==> src/rtl/cf_pkg.sv <==
// Package cf_pkg
// Shared definitions for the single-clock FIFO: output mode selection.
// Assumes nothing beyond IEEE 1800-2017 packages.
package cf_pkg;

    // Read-side presentation style
    typedef enum logic {
        CF_STANDARD = 1'b0,  // word appears one cycle after a read request
        CF_FWFT     = 1'b1   // head word is presented without a request
    } cf_mode_e;

    // Width of the exported occupancy count for a given mode
    function automatic int cf_cnt_width(input int addr_w, input cf_mode_e mode);
        return (mode == CF_FWFT) ? addr_w + 1 : addr_w;
    endfunction

endpackage

==> src/rtl/cf_ram.sv <==
// Module cf_ram
// Simple dual-port storage with one write port and one registered read port.
// A read and a write to the same address at one edge return the old word.
// Assumes the caller never reads an unwritten slot it relies on.
module cf_ram #(
    parameter int DATA_W = 8,
    parameter int ADDR_W = 4
) (
    input  logic              clk,
    input  logic              wr_i,
    input  logic [ADDR_W-1:0] wr_addr_i,
    input  logic [DATA_W-1:0] wr_data_i,
    input  logic              rd_i,
    input  logic [ADDR_W-1:0] rd_addr_i,
    output logic [DATA_W-1:0] rd_data_o
);
    localparam int DEPTH = 1 << ADDR_W;

    logic [DATA_W-1:0] mem_q [DEPTH];
    logic [DATA_W-1:0] rd_q;

    // Store the incoming word
    always_ff @(posedge clk) begin
        if (wr_i) begin
            mem_q[wr_addr_i] <= wr_data_i;
        end
    end

    // Capture the addressed word when a read is issued
    always_ff @(posedge clk) begin
        if (rd_i) begin
            rd_q <= mem_q[rd_addr_i];
        end
    end

    assign rd_data_o = rd_q;

endmodule

==> src/rtl/cf_ptrs.sv <==
// Module cf_ptrs
// Write and read pointers for the storage plus its own fill level.
// Assumes the caller pushes only with room (or with a pop in the same cycle)
// and pops only when the storage holds a word.
module cf_ptrs #(
    parameter int ADDR_W = 4
) (
    input  logic              clk,
    input  logic              rst_n,
    input  logic              push_i,
    input  logic              pop_i,
    output logic [ADDR_W-1:0] wr_addr_o,
    output logic [ADDR_W-1:0] rd_addr_o,
    output logic [ADDR_W:0]   fill_o
);
    localparam int              DEPTH  = 1 << ADDR_W;
    localparam logic [ADDR_W:0] FILL_MAX = (ADDR_W+1)'(DEPTH);

    logic [ADDR_W-1:0] wr_ptr_q, rd_ptr_q;
    logic [ADDR_W:0]   fill_q;

    // Advance pointers and track how many words the storage holds
    always_ff @(posedge clk) begin
        if (!rst_n) begin
            wr_ptr_q <= '0;
            rd_ptr_q <= '0;
            fill_q   <= '0;
        end else begin
            if (push_i) wr_ptr_q <= wr_ptr_q + 1'b1;
            if (pop_i)  rd_ptr_q <= rd_ptr_q + 1'b1;
            fill_q <= fill_q + (ADDR_W+1)'(push_i) - (ADDR_W+1)'(pop_i);
        end
    end

    assign wr_addr_o = wr_ptr_q;
    assign rd_addr_o = rd_ptr_q;
    assign fill_o    = fill_q;

    // storage is never popped while it is empty
    p_no_underflow_r6: assert property (@(posedge clk) disable iff (!rst_n)
        pop_i |-> (fill_q != '0));

    // a push into full storage only happens while a word leaves
    p_no_overflow_r7: assert property (@(posedge clk) disable iff (!rst_n)
        (push_i && fill_q == FILL_MAX) |-> pop_i);

endmodule

==> src/rtl/cf_level.sv <==
// Module cf_level
// Total occupancy counter with full detection and a lagging programmable-full flag.
// Assumes inc_i is never set at capacity and dec_i never at zero; the count
// moves by at most one per cycle.
module cf_level #(
    parameter int OCC_W   = 5,
    parameter int CNT_W   = 4,
    parameter int CNT_MAX = 16
) (
    input  logic             clk,
    input  logic             rst_n,
    input  logic             inc_i,
    input  logic             dec_i,
    input  logic [CNT_W-1:0] thresh_i,
    output logic [OCC_W-1:0] occ_o,
    output logic [CNT_W-1:0] count_o,
    output logic             full_o,
    output logic             pf_o
);
    localparam logic [OCC_W-1:0] OCC_CAP = OCC_W'(CNT_MAX);
    localparam logic [CNT_W-1:0] ONE     = CNT_W'(1);

    logic [OCC_W-1:0] occ_q;
    logic             pf_q;
    logic [CNT_W-1:0] cnt_view;
    logic [CNT_W-1:0] thresh_lo;

    assign cnt_view  = occ_q[CNT_W-1:0];
    assign thresh_lo = thresh_i - ONE;

    // Occupancy follows accepted writes and reads
    always_ff @(posedge clk) begin
        if (!rst_n) begin
            occ_q <= '0;
        end else begin
            occ_q <= occ_q + OCC_W'(inc_i) - OCC_W'(dec_i);
        end
    end

    // Programmable-full: set at threshold, clear at threshold minus one, one cycle late
    always_ff @(posedge clk) begin
        if (!rst_n) begin
            pf_q <= 1'b0;
        end else if (cnt_view == thresh_i) begin
            pf_q <= 1'b1;
        end else if (cnt_view == thresh_lo) begin
            pf_q <= 1'b0;
        end
    end

    assign occ_o   = occ_q;
    assign count_o = cnt_view;
    assign full_o  = (occ_q == OCC_CAP);
    assign pf_o    = pf_q;

    // flag follows an equal count one cycle later
    p_pf_rise_r5: assert property (@(posedge clk) disable iff (!rst_n)
        (count_o == thresh_i) |=> pf_o);

    // flag drops one cycle after the count sits one below the threshold
    p_pf_fall_r5: assert property (@(posedge clk) disable iff (!rst_n)
        (count_o == thresh_lo && count_o != thresh_i) |=> !pf_o);

    // accepted write and read together keep the level
    p_rw_hold_r8: assert property (@(posedge clk) disable iff (!rst_n)
        (inc_i && dec_i) |=> $stable(occ_o));

    // level stays within capacity
    p_cap_r7: assert property (@(posedge clk) disable iff (!rst_n)
        occ_o <= OCC_CAP);

    // reset clears level and flag
    p_reset_clear_r9: assert property (@(posedge clk)
        !rst_n |=> (occ_o == '0 && !pf_o));

endmodule

==> src/rtl/cc_fifo.sv <==
// Module cc_fifo
// Single-clock FIFO. MODE picks request-style output (data one cycle after
// rd_en) or look-ahead output (head word shown without a request, two extra
// words of capacity). Reads while empty and writes while full are dropped.
// Assumes ADDR_W in 4..17 and pf_thresh held stable outside reset.
module cc_fifo #(
    parameter int               DATA_W = 8,
    parameter int               ADDR_W = 4,
    parameter cf_pkg::cf_mode_e MODE   = cf_pkg::CF_STANDARD,
    localparam int              CNT_W  = cf_pkg::cf_cnt_width(ADDR_W, MODE)
) (
    input  logic              clk,
    input  logic              rst_n,
    input  logic              wr_en,
    input  logic [DATA_W-1:0] din,
    output logic              full,
    input  logic              rd_en,
    output logic [DATA_W-1:0] dout,
    output logic              empty,
    output logic              valid,
    output logic [CNT_W-1:0]  data_count,
    input  logic [CNT_W-1:0]  pf_thresh,
    output logic              prog_full
);
    localparam int DEPTH   = 1 << ADDR_W;
    localparam int OCC_W   = ADDR_W + 1;
    localparam int CNT_MAX = (MODE == cf_pkg::CF_FWFT) ? DEPTH + 2 : DEPTH;

    logic              wr_ok, rd_ok;
    logic              pop_w, empty_w, valid_w;
    logic [DATA_W-1:0] dout_w, ram_q;
    logic [ADDR_W-1:0] wr_addr, rd_addr;
    logic [ADDR_W:0]   mem_fill;
    logic [OCC_W-1:0]  occ;
    logic              full_w;

    assign wr_ok = wr_en & ~full_w;
    assign rd_ok = rd_en & ~empty_w;

    cf_ptrs #(.ADDR_W(ADDR_W)) ptrs_i (
        .clk       (clk),
        .rst_n     (rst_n),
        .push_i    (wr_ok),
        .pop_i     (pop_w),
        .wr_addr_o (wr_addr),
        .rd_addr_o (rd_addr),
        .fill_o    (mem_fill)
    );

    cf_ram #(.DATA_W(DATA_W), .ADDR_W(ADDR_W)) ram_i (
        .clk       (clk),
        .wr_i      (wr_ok),
        .wr_addr_i (wr_addr),
        .wr_data_i (din),
        .rd_i      (pop_w),
        .rd_addr_i (rd_addr),
        .rd_data_o (ram_q)
    );

    cf_level #(.OCC_W(OCC_W), .CNT_W(CNT_W), .CNT_MAX(CNT_MAX)) level_i (
        .clk      (clk),
        .rst_n    (rst_n),
        .inc_i    (wr_ok),
        .dec_i    (rd_ok),
        .thresh_i (pf_thresh),
        .occ_o    (occ),
        .count_o  (data_count),
        .full_o   (full_w),
        .pf_o     (prog_full)
    );

    generate
        if (MODE == cf_pkg::CF_FWFT) begin : g_fwft
            logic              pre_v_q, out_v_q;
            logic [DATA_W-1:0] out_q;
            logic              out_load;

            assign out_load = pre_v_q & (~out_v_q | rd_ok);
            assign pop_w    = (mem_fill != '0) & (~pre_v_q | out_load);

            // Move words storage -> prefetch register -> output register
            always_ff @(posedge clk) begin
                if (!rst_n) begin
                    pre_v_q <= 1'b0;
                    out_v_q <= 1'b0;
                end else begin
                    pre_v_q <= pop_w | (pre_v_q & ~out_load);
                    out_v_q <= out_load | (out_v_q & ~rd_ok);
                end
            end

            // Load the output word from the prefetch register
            always_ff @(posedge clk) begin
                if (out_load) begin
                    out_q <= ram_q;
                end
            end

            assign dout_w  = out_q;
            assign empty_w = ~out_v_q;
            assign valid_w = out_v_q;

            // an unacknowledged head word stays put
            p_head_hold_r3: assert property (@(posedge clk) disable iff (!rst_n)
                (out_v_q && !rd_en) |=> (out_v_q && $stable(out_q)));

            // a shown word is always counted
            p_shown_counted_r4: assert property (@(posedge clk) disable iff (!rst_n)
                out_v_q |-> (occ != '0));
        end else begin : g_std
            logic valid_q;

            assign pop_w = rd_ok;

            // Mark the cycle after an accepted read
            always_ff @(posedge clk) begin
                if (!rst_n) begin
                    valid_q <= 1'b0;
                end else begin
                    valid_q <= rd_ok;
                end
            end

            assign dout_w  = ram_q;
            assign empty_w = (occ == '0);
            assign valid_w = valid_q;

            // valid only after a read that found data
            p_valid_cause_r1: assert property (@(posedge clk) disable iff (!rst_n)
                valid_q |-> $past(rd_en && !empty_w));

            // a read that finds data is always answered
            p_valid_follow_r1: assert property (@(posedge clk) disable iff (!rst_n)
                (rd_en && !empty_w) |=> valid_q);

            // storage fill and total level agree in this mode
            p_fill_match_r2: assert property (@(posedge clk) disable iff (!rst_n)
                mem_fill == occ);
        end
    endgenerate

    assign full  = full_w;
    assign empty = empty_w;
    assign valid = valid_w;
    assign dout  = dout_w;

endmodule

==> config.mk <==
export PLATFORM = sky130hd
export DESIGN_NAME = cc_fifo
export DESIGN_NICKNAME = d
export VERILOG_FILES = /design/src/rtl/cf_pkg.sv /design/src/rtl/cf_ram.sv /design/src/rtl/cf_ptrs.sv /design/src/rtl/cf_level.sv /design/src/rtl/cc_fifo.sv
export SDC_FILE = /design/constraint.sdc
export NUM_CORES = 1
export LEC_CHECK = 0
export BUFFER_PORTS_ARGS = -buffer_cell sky130_fd_sc_hd__buf_2
export CORE_UTILIZATION = 45
export CTS_CLUSTER_SIZE = 25
export DETAILED_ROUTE_END_ITERATION = 10
export GPL_ROUTABILITY_DRIVEN = 0
export HOLD_SLACK_MARGIN = 0.03
export REMOVE_ABC_BUFFERS = 1
export SLEW_MARGIN = 40
export SYNTH_ARGS = -nofsm -noshare
export SYNTH_HDL_FRONTEND = slang
export SYNTH_SLANG_ARGS = --single-unit
==> constraint.sdc <==
create_clock -name clk -period 3.6 [get_ports clk]
set_input_delay 0.72 -clock clk [delete_from_list [all_inputs] [get_ports clk]]
set_output_delay 0.72 -clock clk [all_outputs]
set_load 0.01 [all_outputs]
# Word-level counts from Yosys, hierarchy flattened
# Memories as Yosys holds them, arrays and structs flattened. A register that Yosys moved wholly into a read port is not among the register bits.
# Cells that the tools add are included.
[totals]
inputBits = 16
ff_bits = 15
ram_bits = 128
output_inout_bits = 16
n_memories = 1
elab_cells = 24
[op_classes]
bitwise_logic = 4
reduce_logical = 2
eq_ne = 3
n_mux = 4
n_addsub = 5
[memory_table]
columns = ["memory", "words", "word_bits", "rd", "rd_clocked_by_memory_dff", "write_ports", "line_no", "text"]
rows = [
  ["ram_i.mem_q", 16, 8, 1, 1, 1, "cf_ram.sv:19", "logic [DATA_W-1:0] mem_q [DEPTH];"],
]
[ops]
columns = ["cell", "count"]
rows = [
  ["4-bit by 1-bit adder with 4-bit output, second input constant", 2],
  ["4-bit equality test", 2],
  ["5-bit by 1-bit adder with 5-bit output", 1],
  ["5-bit equality test, second input constant", 1],
  ["5-bit logical NOT", 1],
  ["5-bit by 1-bit subtractor with 5-bit output", 1],
  ["1-bit two-way mux", 4],
  ["4-bit by 1-bit subtractor with 4-bit output, second input constant", 1],
  ["1-bit AND", 2],
  ["1-bit NOT", 2],
  ["2-bit nonzero test", 1],
]

# Longest topological paths before layout
# Gate-level depths: netlist (run 1).
[depth]
ltp_word = 5
mapped_depth = 15
depth_no_buf = 14

# Hierarchy
# From an unflattened synthesis (run 1), not the netlist that was laid out.
[unflattened]
hier_cells = 358
area_unflattened_um2 = 6424.9
[modules_own_cells]
columns = ["mod", "area_each_um2", "seq_area_each_um2", "cells_each", "instances"]
rows = [
  ["cf_ram", 5227.5, 4083.9, 229, 1],
  ["cf_ptrs", 631.9, 260.2, 63, 1],
  ["cf_level", 500.5, 120.1, 58, 1],
  ["cc_fifo", 65.1, 20.0, 8, 1],
]

# Least setup slack after synthesis (run 1)
# Ideal clock, no wire load.
[synth_timing]
path_kind = "register -> register"
startpoint = "register level_i.occ_q[3] (netlist: level_i.occ_o[3])"
endpoint = "register level_i.occ_q[4] (netlist: level_i.occ_o[4])"
period_less_slack_ns = 2.865
n_path_buf = 0
setup_time_ns = 0.121
path_slack_ns = 0.735
path_stages_with_launch = 15
t_required_ns = 3.479
arrival_ns = 2.744
path_cell_list = "dfxtp_1 inv_1 ha_1 or4b_4 nand2_1 inv_1 ha_1 inv_1 ha_1 inv_1 fa_1 nand2b_1 a21oi_1 o21ai_0 nor3b_1"
[synth_between]
elab_cells_between_ends = 8
classes_between = "add/sub: 2; eq/ne: 1; bitwise: 4; reduce/logical: 1"
[synth_rtl]
columns = ["element", "line_no", "text"]
rows = [
  ["from (decl)", "cf_level.sv:23", "logic [OCC_W-1:0] occ_q;"],
  ["from (signal assigned)", "cf_level.sv:36", "occ_q <= occ_q + OCC_W'(inc_i) - OCC_W'(dec_i);"],
  ["5-bit logical NOT", "cc_fifo.sv:125", "assign empty_w = (occ == '0);"],
  ["1-bit NOT", "cc_fifo.sv:38", "assign rd_ok = rd_en & ~empty_w;"],
  ["1-bit AND", "cc_fifo.sv:38", ""],
  ["named net level_i.dec_i", "cf_level.sv:13", "input logic dec_i,"],
  ["5-bit by 1-bit subtractor with 5-bit output", "cf_level.sv:36", ""],
]
# The timed path passes the listed nets, and every way through them passes these cells.
# A chain may end at the register's enable or synchronous reset.

# Worst setup path after layout (run 1)
# Same ends and word-level chain as after synthesis.

==> impl_metrics.env, run 1 <==
export IMPL_status="finished, final reports clean"
export IMPL_viasPerCell=5.20
export IMPL_final_setup_worst_slack_ns=0.591
export IMPL_async_reset_ff_frac=0
export IMPL_setup_viol=0
export IMPL_hold_violations=0
export IMPL_grt_max_degree=20
export IMPL_crit_path_frequent_cell="inv_1"
export IMPL_ios=32
export IMPL_syn_to_final_growth_pct=13.4
export IMPL_antenna_cells=0
export IMPL_die_width_um=119
export IMPL_crit_slowest_cell="or4b_4"
export IMPL_yosysTopAreaCell="edfxtp_1"
export IMPL_critPathCaptureType="flip-flop"
export IMPL_yosys_top_cells_area="edfxtp_1 (66%), mux4_2 (5.8%), mux2i_1 (5.2%)"
export IMPL_worst_pin_slew_ns=0.776
export IMPL_crit_chain="inv_1 -> ha_1 -> or4b_4 -> nand2_1 -> inv_1 -> ha_1 -> inv_1 -> ha_1 -> inv_1 -> fa_1 -> nand2b_1 -> a21oi_1 -> o21ai_0 -> nor3b_1"
export IMPL_cts_resized=0
export IMPL_crit_arrival_ns=3.28
export IMPL_dr_pass1_iters=4
export IMPL_path_max_fanout=5
export IMPL_clk_pin_slew_ns=0.05
export IMPL_path_class="reg2reg"
export IMPL_clock_sinks=151
export IMPL_track_usage=0.173
export IMPL_post_route_util=0.527
export IMPL_synth_area_um2=6200
export IMPL_drc_errors=0
export IMPL_max_freq_mhz=332
export IMPL_vias=3083
export IMPL_core_area_um2=13300
export IMPL_worst_path_buf_inv=4
export IMPL_htreeDepth=4
export IMPL_min_period_ns=3.01
export IMPL_fin_tns_setup_ns=0
export IMPL_ys_flop_type="edfxtp_1"
export IMPL_power_leakage_nw=2.41
export IMPL_drt_iter0_drc=167
export IMPL_ys_seq_area_frac=0.707
export IMPL_antenna_found_initial=0
export IMPL_fin_crit_sh=0.836
export IMPL_gr_total_overflow=0
export IMPL_die_h_um=119
export IMPL_dpl_hpwl_um=7440
export IMPL_cts_tree="done"
export IMPL_netlist_area_leader_share=0.659
export IMPL_worst_setup_path_start_kind="flip-flop"
export IMPL_hold_ws_ns=0.526
export IMPL_synth_cell_types=36
export IMPL_routed_wirelength_um=11000
export IMPL_synth_common_cells="edfxtp_1 (136), mux2i_1 (32), nor2_1 (22)"
export IMPL_ctsLongestPathBuffers=2
export IMPL_detail_route_antenna_nets=0
export IMPL_dpl_worst_slack_ns=0.610
export IMPL_die_area_um2=14300
export IMPL_hold_buffers=0
export IMPL_critical_path_max_stage_delay_ns=0.49
export IMPL_fin_nets=435
export IMPL_final_layout_size_suffix_gt1_frac=0.216
export IMPL_clock_skew_ns=0.00866
export IMPL_yosys_warnings=0
export IMPL_nFillCells=1121
export IMPL_max_cap_violations=0
export IMPL_rsz0062_at_grt="false"
export IMPL_clock_latency_ns=0.41
export IMPL_peakVddDrop_mv=0.347
export IMPL_grt_pass1_wl_um=17700
export IMPL_yosys_register_bits=151
export IMPL_syn_inst=369
export IMPL_max_slew_margin=0.481
export IMPL_cts_root_buf="clkbuf_16"
export IMPL_synth_edff_count=136
export IMPL_cts_setup_buffers=0
export IMPL_maxSlewViolCount=0
export IMPL_io_buffers=31
export IMPL_fp_row_count=42
export IMPL_yosysMostFrequentCell="edfxtp_1"
export IMPL_power_density_nw_per_um2=680
export IMPL_critPathTopFamily="adder cells"
export IMPL_avgSynthCellArea_um2=16.8
export IMPL_initial_core_util=0.464
export IMPL_grt_pass1_vias=3179
export IMPL_wire_per_inst_um=18.5
export IMPL_required_ns=3.87
export IMPL_cts_buffers_inserted=17
export IMPL_hold_class="reg2reg"
worst register-to-register path, stage by stage, from the launching register on:
cell      delay (ns)
dfxtp_1         0.35
inv_1           0.10
ha_1            0.16
or4b_4          0.49
nand2_1         0.16
inv_1           0.08
ha_1            0.29
inv_1           0.06
ha_1            0.15
inv_1           0.06
fa_1            0.40
nand2b_1        0.16
a21oi_1         0.18
o21ai_0         0.09
nor3b_1         0.14
stage by stage:
| step | total power [W] | instances | area (um2) |
|---|---|---|---|
| final | 0.00478 | 593 | 7030 |
| after floorplan | 0.00290 | 347 | 6030 |
| after global placement | 0.00317 | 563 | 6480 |
| after detailed placement | 0.00319 | 563 | 6480 |
| after global routing | 0.00499 | 593 | 7030 |
| after CTS | 0.00483 | 593 | 7030 |
area by class of cell:
cell class                 instances  area [um2]  area share
sequential                       151        4390       0.624
multi-input combinational        179        1600       0.227
tap                              176         220      0.0313
clock buffer                      20         437      0.0621
clock inverter                    10         108      0.0153
inverter                          17        63.8     0.00907
timing repair buffer              40         223      0.0317
routing by layer:
layer  wire length, um  up-vias  part of all wire  GRT usage
met1              5320     1534              0.48      0.235
met4                73        0            0.0066     0.0750
met2              5220       51              0.48      0.265
met5                 0        -                 0          0
li1                  -     1492                 -          -
met3               360        6             0.033     0.0417
report_power, final:
part           switching [W]  total, W  internal [W]
combinational       0.000511  0.000981      0.000470
clock               0.000627   0.00163       0.00100
sequential          0.000110   0.00217       0.00206
total                0.00125   0.00478       0.00353
final timing paths:
check	endpoint	slack, ns	start	cells past startpoint
max	level_i.occ_o[4]$_SDFF_PN0_	0.59	level_i.occ_o[3]$_SDFF_PN0_	14
min	ptrs_i.wr_addr_o[1]$_SDFFE_PN0P_	0.53	ptrs_i.wr_addr_o[1]$_SDFFE_PN0P_	2
min reg2reg	ptrs_i.wr_addr_o[1]$_SDFFE_PN0P_	0.53	ptrs_i.wr_addr_o[1]$_SDFFE_PN0P_	2
max reg2reg	level_i.occ_o[4]$_SDFF_PN0_	0.59	level_i.occ_o[3]$_SDFF_PN0_	14
state kept, by name, indices dropped and copies added (netlist names):
| signal | cells |
|---|---|
| ptrs_i.wr_addr_o | 4 |
| ram_i.mem_q | 128 |
| level_i.pf_o | 1 |
| level_i.occ_o | 5 |
| ram_i.rd_data_o | 8 |
| valid | 1 |
| ptrs_i.rd_addr_o | 4 |
cell usage in the layout, fill, tap and decap left out, types with 14 or more instances in the layout:
master | netlist | layout
dfxtp_1 | 15 | 14
inv_1 | 16 | 16
mux4_2 | 16 | 16
clkbuf_16 | 0 | 17
nand2_1 | 18 | 18
nor2_1 | 22 | 18
a221oi_1 | 14 | 14
mux2i_1 | 32 | 32
edfxtp_1 | 136 | 136
buf_2 | 1 | 31
kinds of logic after synthesis:
logic type,count (synthesis),synth area share
adders and majority gates,13,0.0274
and+or+nand+nor,62,0.0470
DFF,151,0.707
AOI/OAI and AO/OA,40,0.0488
xor gates and xnor gates,16,0.0226
buffers and inverters,39,0.0371
muxes,48,0.110
No activity file was read; power rests on OpenSTA's default activity.
==> inputs of run 2 (changes only) <==
- clock period: 3.6 -> 2.85 ns (I/O delays scaled with it)
==> run 2 against run 1 <==
Against the previous run: clock power is 16% higher; first-iteration DRC count up 28%; wire length up 3.0%; maximum frequency is 9.2% higher; critical endpoint unchanged; largest power group unchanged; highest routed layer unchanged.
==> impl_metrics.env, run 2 (same netlist as run 1, synthesis figures left out) <==
export IMPL_ctsLongestPathBuffers=2
export IMPL_layout_commonest_cell="edfxtp_1"
export IMPL_critPathCaptureType="flip-flop"
export IMPL_die_h_um=119
export IMPL_gr_total_overflow=0
export IMPL_maxSlewViolCount=0
export IMPL_critical_path_max_stage_delay_ns=0.46
export IMPL_fin_crit_sh=0.967
export IMPL_regMostFlops="ram_i.mem_q"
export IMPL_worst_pin_slew_ns=0.758
export IMPL_routed_wirelength_um=11300
export IMPL_worst_path_buf_inv=4
export IMPL_hold_class="in2reg"
export IMPL_largest_reg_flops=128
export IMPL_initial_core_util=0.464
export IMPL_viasPerCell=5.17
export IMPL_htreeDepth=4
export IMPL_required_ns=3.13
export IMPL_max_freq_mhz=363
export IMPL_post_route_util=0.535
export IMPL_clk_pin_slew_ns=0.06
export IMPL_r2r_start="level_i.occ_o[2]$_SDFF_PN0_"
export IMPL_hold_start="rst_n"
export IMPL_io_buffers=31
export IMPL_clock_latency_ns=0.42
export IMPL_clock_skew_ns=0.00752
export IMPL_drt_iter0_drc=213
export IMPL_track_usage=0.174
export IMPL_detail_route_antenna_nets=0
export IMPL_power_density_nw_per_um2=847
export IMPL_antenna_found_initial=0
export IMPL_power_leakage_nw=2.47
export IMPL_worst_setup_path_start_kind="flip-flop"
export IMPL_syn_to_final_growth_pct=15.3
export IMPL_crit_arrival_ns=3.04
export IMPL_die_width_um=119
export IMPL_min_period_ns=2.75
export IMPL_startpoint="level_i.occ_o[2]$_SDFF_PN0_"
export IMPL_hold_ws_ns=0.423
export IMPL_grt_pass1_wl_um=18000
export IMPL_core_area_um2=13300
export IMPL_clock_sinks=151
export IMPL_critPathTopFamily="adder cells"
export IMPL_cts_buffers_inserted=17
export IMPL_peakVddDrop_mv=0.495
export IMPL_drc_errors=0
export IMPL_setup_viol=0
export IMPL_crit_slowest_cell="or4b_4"
export IMPL_crit_path_frequent_cell="inv_2"
export IMPL_grt_pass1_vias=3225
export IMPL_max_slew_margin=0.493
export IMPL_cts_root_buf="clkbuf_16"
export IMPL_die_area_um2=14300
export IMPL_hold_violations=0
export IMPL_fp_row_count=42
export IMPL_final_layout_size_suffix_gt1_frac=0.267
export IMPL_antenna_cells=0
export IMPL_dr_pass1_iters=4
export IMPL_grt_max_degree=49
export IMPL_path_class="reg2reg"
export IMPL_cts_tree="done"
export IMPL_path_max_fanout=2
export IMPL_layout_common_cells="edfxtp_1 (136), mux2i_1 (32), buf_2 (31)"
export IMPL_ios=32
export IMPL_wire_per_inst_um=18.6
export IMPL_status="finished, final reports clean"
export IMPL_crit_chain="inv_2 -> ha_4 -> or4b_4 -> nand2_2 -> inv_2 -> ha_1 -> inv_1 -> ha_2 -> inv_2 -> fa_2 -> nand2b_4 -> a21oi_4 -> o21ai_1 -> nor3b_2"
export IMPL_fin_nets=450
export IMPL_max_cap_violations=0
export IMPL_dpl_hpwl_um=7580
export IMPL_vias=3139
run 2: worst paths after layout:
| kind | cells after the start | end | slack [ns] |
|---|---|---|---|
| max | 14 | level_i.occ_o[4]$_SDFF_PN0_ | 0.1 |
| min reg2reg | 2 | level_i.pf_o$_SDFFE_PN0P_ | 0.51 |
| max reg2reg | 14 | level_i.occ_o[4]$_SDFF_PN0_ | 0.1 |
| min | 2 | level_i.occ_o[0]$_SDFF_PN0_ | 0.42 |
run 2: per-layer routing:
| metal | global-route usage | routed length (um) | part of all wire |
|---|---|---|---|
| met5 | 0 | 0 | 0 |
| met3 | 0.0383 | 518 | 0.046 |
| met2 | 0.255 | 5310 | 0.47 |
| met1 | 0.251 | 5370 | 0.47 |
| met4 | 0.0727 | 109 | 0.0096 |
run 2: repair_timing:
action,CTS,global route
gates cloned,0,0
hold buffers,0,0
setup buffers,0,2
gates resized for setup,3,13
pin swaps,0,7
setup endpoints to repair,1,1
run 2: stage by stage:
stage / worst slack, ns / cell area [um2] / TNS (ns) / total power [W] / std cells
after global placement: 0.121 / 6590 / 0 / 0.00407 / 576
after detailed placement: -0.0657 / 6590 / -0.0657 / 0.00412 / 576
after global routing: -0.0264 / 7150 / -0.0264 / 0.00634 / 607
after CTS: 0.0280 / 7090 / 0 / 0.00601 / 605
after floorplan: -0.235 / 6030 / -1.95 / 0.00366 / 347
final: 0.0952 / 7150 / 0 / 0.00606 / 607
run 2: area by class of cell:
class	count	area (um2)
Sequential cell	151	4390
Fill cell	1106	6200
Timing Repair Buffer	55	348
Inverter	17	63.8
Tap cell	176	220
Clock inverter	11	62.6
Clock buffer	18	429
Multi-Input combinational cell	179	1640
run 2: where the power goes:
part / internal [W] / total [W] / switching [W]
Clock: 0.00108 / 0.00189 / 0.000806
Sequential: 0.00260 / 0.00267 / 0.0000683
Combinational: 0.000722 / 0.00150 / 0.000777
Total: 0.00440 / 0.00606 / 0.00165
